**src/rtl/status_prot_pkg.sv**
```systemverilog
package status_prot_pkg;
  localparam int unsigned BYTE_W   = 8;
  localparam int unsigned LOCK_BIT = 7;
  localparam int unsigned WP_BIT   = 4;

  typedef enum logic [1:0] {
    COVER_NONE = 2'b00,
    COVER_SOME = 2'b01,
    COVER_ALL  = 2'b11
  } cover_e;

  typedef struct packed {
    logic protect_all;
    logic clear_all;
  } global_req_t;
endpackage

```
**src/rtl/status_lock_ctl.sv**
```systemverilog
module status_lock_ctl
  import status_prot_pkg::*;
(
  input  logic              clk,
  input  logic              rst_n,
  input  logic              wr_fire,
  input  logic [BYTE_W-1:0] wr_data,
  input  logic              wp_active,
  output logic              lock_q,
  output global_req_t       greq
);
  logic frozen;
  logic [3:0] cmd_field;

  assign frozen    = lock_q & wp_active;
  assign cmd_field = wr_data[5:2];

  always_comb begin
    greq = '0;
    if (wr_fire && !lock_q) begin
      greq.protect_all = (cmd_field == 4'hF);
      greq.clear_all   = (cmd_field == 4'h0);
    end
  end

  always_ff @(posedge clk) begin
    if (!rst_n)
      lock_q <= 1'b0;
    else if (wr_fire && !frozen)
      lock_q <= wr_data[LOCK_BIT];
  end

  AST_LOCK_FROZEN: assert property (@(posedge clk) disable iff (!rst_n)
    (lock_q && wp_active) |=> $stable(lock_q));

  AST_LOCK_LOADS: assert property (@(posedge clk) disable iff (!rst_n)
    (wr_fire && !wp_active) |=> (lock_q == $past(wr_data[LOCK_BIT])));
endmodule

```
**src/rtl/sector_flag_bank.sv**
```systemverilog
module sector_flag_bank
  import status_prot_pkg::*;
#(
  parameter int unsigned NSECT  = 16,
  parameter int unsigned SECT_W = (NSECT > 1) ? $clog2(NSECT) : 1
) (
  input  logic              clk,
  input  logic              rst_n,
  input  logic              lock_i,
  input  global_req_t       greq,
  input  logic              sec_valid,
  input  logic [SECT_W-1:0] sec_idx,
  input  logic              sec_set,
  output logic [NSECT-1:0]  flags
);
  genvar g;
  generate
    for (g = 0; g < NSECT; g++) begin : g_sect
      logic hit;
      assign hit = sec_valid && !lock_i && (sec_idx == SECT_W'(g));
      always_ff @(posedge clk) begin
        if (!rst_n)
          flags[g] <= 1'b1;
        else if (greq.protect_all)
          flags[g] <= 1'b1;
        else if (greq.clear_all)
          flags[g] <= 1'b0;
        else if (hit)
          flags[g] <= sec_set;
      end
    end
  endgenerate

  AST_GP_ALL: assert property (@(posedge clk) disable iff (!rst_n)
    greq.protect_all |=> (&flags));

  AST_GU_NONE: assert property (@(posedge clk) disable iff (!rst_n)
    greq.clear_all |=> (flags == '0));

  AST_LOCKED_FLAGS_HOLD: assert property (@(posedge clk) disable iff (!rst_n)
    lock_i |=> $stable(flags));
endmodule

```
**src/rtl/prot_cover_summary.sv**
```systemverilog
module prot_cover_summary
  import status_prot_pkg::*;
#(
  parameter int unsigned NSECT = 16
) (
  input  logic [NSECT-1:0] flags,
  output cover_e           cover_code
);
  logic all_set, any_set;
  assign all_set = &flags;
  assign any_set = |flags;

  always_comb begin
    if (all_set)      cover_code = COVER_ALL;
    else if (any_set) cover_code = COVER_SOME;
    else              cover_code = COVER_NONE;
  end

  always_comb begin
    AST_NO_CODE_10: assert (cover_code != cover_e'(2'b10));
  end
endmodule

```
**src/rtl/status_prot_unit.sv**
```systemverilog
module status_prot_unit
  import status_prot_pkg::*;
#(
  parameter int unsigned NSECT  = 16,
  parameter int unsigned SECT_W = (NSECT > 1) ? $clog2(NSECT) : 1
) (
  input  logic              clk,
  input  logic              rst_n,
  input  logic              wr_valid,
  output logic              wr_ready,
  input  logic [7:0]        wr_data,
  input  logic              wp_n,
  input  logic              sec_valid,
  input  logic [SECT_W-1:0] sec_idx,
  input  logic              sec_set,
  output logic [7:0]        status_byte,
  output logic [NSECT-1:0]  sector_prot
);
  logic        wr_fire;
  logic        wp_active;
  logic        lock_q;
  global_req_t greq;
  cover_e      cover_code;

  assign wr_ready  = 1'b1;
  assign wr_fire   = wr_valid & wr_ready;
  assign wp_active = ~wp_n;

  status_lock_ctl u_lock (
    .clk       (clk),
    .rst_n     (rst_n),
    .wr_fire   (wr_fire),
    .wr_data   (wr_data),
    .wp_active (wp_active),
    .lock_q    (lock_q),
    .greq      (greq)
  );

  sector_flag_bank #(.NSECT(NSECT), .SECT_W(SECT_W)) u_bank (
    .clk       (clk),
    .rst_n     (rst_n),
    .lock_i    (lock_q),
    .greq      (greq),
    .sec_valid (sec_valid),
    .sec_idx   (sec_idx),
    .sec_set   (sec_set),
    .flags     (sector_prot)
  );

  prot_cover_summary #(.NSECT(NSECT)) u_sum (
    .flags      (sector_prot),
    .cover_code (cover_code)
  );

  always_comb begin
    status_byte           = '0;
    status_byte[LOCK_BIT] = lock_q;
    status_byte[WP_BIT]   = wp_active;
    status_byte[3:2]      = cover_code;
  end

  AST_RESERVED_ZERO: assert property (@(posedge clk) disable iff (!rst_n)
    (status_byte[6:5] == 2'b00) && (status_byte[1:0] == 2'b00));

  AST_FROZEN_FLAGS: assert property (@(posedge clk) disable iff (!rst_n)
    (status_byte[LOCK_BIT] && !wp_n) |=> $stable(sector_prot));
endmodule

```
**config.mk**
```make
export PLATFORM = sky130hd
export DESIGN_NAME = status_prot_unit
export DESIGN_NICKNAME = d
export VERILOG_FILES = /design/src/rtl/status_prot_pkg.sv /design/src/rtl/status_lock_ctl.sv /design/src/rtl/sector_flag_bank.sv /design/src/rtl/prot_cover_summary.sv /design/src/rtl/status_prot_unit.sv
export SDC_FILE = /design/constraint.sdc
export NUM_CORES = 1
export LEC_CHECK = 0
export ABC_CLOCK_PERIOD_IN_PS = 2000
export BUFFER_PORTS_ARGS = -buffer_cell sky130_fd_sc_hd__buf_4
export CORE_UTILIZATION = 30
export CTS_CLUSTER_DIAMETER = 40
export CTS_CLUSTER_SIZE = 16
export DETAILED_ROUTE_END_ITERATION = 7
export GPL_ROUTABILITY_DRIVEN = 1
export PLACE_DENSITY = 0.52
export SKIP_LAST_GASP = 1
export SLEW_MARGIN = 20
export SYNTH_ARGS = -nofsm -noshare
export SYNTH_HDL_FRONTEND = slang
export SYNTH_SLANG_ARGS = --single-unit
```
**constraint.sdc**
```tcl
create_clock -name clk -period 2 [get_ports clk]
set_input_delay 0.4 -clock clk [delete_from_list [all_inputs] [get_ports clk]]
set_output_delay 0.4 -clock clk [all_outputs]
set_load 0.01 [all_outputs]
```
==> flow_summary.ini <==
[finish]
fin_nets = 164
drive_above_1_share_pct = 30.3
syn_to_final_growth_pct = 24.8
layout_common_cells = buf_4, o211ai_1, dfxtp_1
fin_util_pct = 38.9
n_fill_cell = 354
antenna_cells = 0
layout_commonest_cell = buf_4

[worst_setup_path]
critical_path_required_ns = 1.60
worstSetupPathType = reg -> out
cp-start-kind = flop
endpoint_kind = primary output
cp_max_fo = 4
worst_ep_arrival_time_ns = 1.28

[logic_synthesis]
ys_ff_latch = 17
syn-instance-count = 116
yosys_warnings = 0
ys.flop_type = dfxtp_1
synth_cell_types = 28
synthArstFlopShare_pct = 0
syn_area_sq_um = 1040
synth_area_per_cell_sq_um = 8.96
seq_area_frac_synth_pct = 32.7
synth-edff-count = 0

[drt]
vias_per_cell = 5.48
first_iter_violations = 76
dr_total_vias = 1046
ant_nets = 0
drt-pass1-iter-count = 4
wl_per_cell_microns = 15.0
wl_microns = 2860
drc_errors = 0

[sta]
layout_min_cycle_time_ns = 1.68
slew_headroom_pct = 58.3
setup_violations = 0
finalSetupTns_ns = 0
fin_crit_sh_pct = 84.2
fmax_ghz = 0.594
rsz0062_at_grt = no
hold_violations = 0
worst_pin_slew_ns = 0.624
slew_viol_final = 0
fin_worst_skew_ns = 0.000975

[grt]
grt_use_met2_pct = 26.1
antenna_found_initial = 0
grt_use_total_pct = 16.8
grt_max_degree = 18
grt_pass1_wl_microns = 4530
overflow = 0
grt.busiest_layer = met2
grt_util_met3_pct = 4.05
met1_usage_pct = 23.3
grt_pass1_vias = 904

[power_and_ir_drop]
power_frac_comb_pct = 21.8
power_frac_clock_pct = 26.8
p_int_mw = 0.500
leakagePower_nw = 0.475
p_total_mw = 0.714
p_sw_mw = 0.214
ir_drop_mv = 0.226
p_seq_share_pct = 51.4
swShare_pct = 30.0
power_density_nw_per_um2 = 550

[floorplan]
io_pins = 43
start_util_pct = 31.2
core.rowCount = 21
die_height_microns = 60.9
die_area_sq_um = 3710
die_w_microns = 60.9
core-area_sq_um = 3340

[place]
dp_hpwl_microns = 2110
place.gp.congestion = 0.814
numPortBuffers = 34

[clocking]
hold_buffers = 0
worstSkewPairLatency_ns = 0.29
cts_sinks = 17
cts_tree = built
postCtsSetupBuffers = 0
clock_tree.root_cell = clkbuf_4
clock_path_buffers = 2
htree_levels = 1
numCtsBuffers = 3
clkTransAtPathRegs_ns = 0.11
ctsResizeCount = 0

[flow_run]
maxCapViolations = 0

[hold_path]
hp-class = in -> reg

[run_status]
outcome = finished clean
[registers in the layout, summed over array words and instances (netlist names)]
signal         cells
u_lock.lock_q      1
u_bank.flags      16
[layer usage]
metal | routed length, microns | up-vias | share of wire [%]
li1 | - | 515 | -
met1 | 1330 | 489 | 46
met2 | 1330 | 36 | 47
met3 | 155 | 6 | 5.4
met4 | 48 | 0 | 1.7
met5 | 0 | - | 0
[stage by stage]
step                      std cells  area [sq um]  hold slack [ns]  setup WS, ns
final                           191          1300            0.321         0.315
after global routing            191          1300            0.320         0.236
after CTS                       191          1300            0.319         0.292
after detailed placement        187          1270            0.524         0.158
after global placement          187          1270            0.521         0.180
after floorplan                 119          1050            0.528         0.448
[Yosys cell counts, types with 2 or more instances]
library cell / instances / share of area [%]
conb_1: 2 / 0.72
buf_4: 8 / 5.8
nand2_1: 2 / 0.72
o211ai_1: 32 / 23
and3b_1: 2 / 1.7
o21ai_0: 16 / 7.7
dfxtp_1: 17 / 33
buf_6: 3 / 3.2
buf_2: 3 / 1.4
or4bb_1: 2 / 2.2
nor4_1: 5 / 3.0
nand4_1: 6 / 3.6
nand2b_1: 3 / 1.8
[critical path, stage by stage, from the launching register on]
cell and delay (ns):
dfxtp_1 0.40, nand4_1 0.13, nor4_1 0.29, buf_4 0.17
[area by class of cell]
type / instances / area, sq um / share of cell area, %
sequential: 17 / 340 / 26.2
tap: 46 / 57.6 / 4.44
timing repair buffer: 36 / 270 / 20.8
clock inverter: 1 / 5.00 / 0.386
inverter: 1 / 3.75 / 0.289
multi-input combinational: 87 / 598 / 46.1
clock buffer: 3 / 22.5 / 1.74
[cells by family (layout without fill, tap and decap cells)]
family	count (synthesis)	count (layout)	synth area share, %
other cells	2	5	0.722
buf+inv	15	41	10.8
flops	17	17	32.7
simple gates	32	32	23.5
compound gates	50	50	32.3
[power groups by stage]
stage | Combinational (mW) | Sequential [mW] | Clock, mW
finish | 0.155 | 0.367 | 0.192
global route | 0.171 | 0.370 | 0.207
CTS | 0.156 | 0.367 | 0.195
detailed placement | 0.155 | 0.375 | 0
global placement | 0.154 | 0.374 | 0
floorplan | 0.0937 | 0.377 | 0
[path summary, 6_finish.rpt]
path | from | slack (ns) | endpoint | depth (start not counted)
hold reg to reg | u_bank.flags[1]$_SDFFE_PP1P_ | 0.54 | u_bank.flags[1]$_SDFFE_PP1P_ | 2
setup / recovery | u_bank.flags[4]$_SDFFE_PP1P_ | 0.32 | status_byte[3] | 3
hold / removal | rst_n | 0.32 | u_lock.lock_q$_SDFFE_PN0P_ | 2
setup reg to reg | u_lock.lock_q$_SDFFE_PN0P_ | 0.43 | u_bank.flags[14]$_SDFFE_PP1P_ | 3
(Power assumes the default switching activity.)
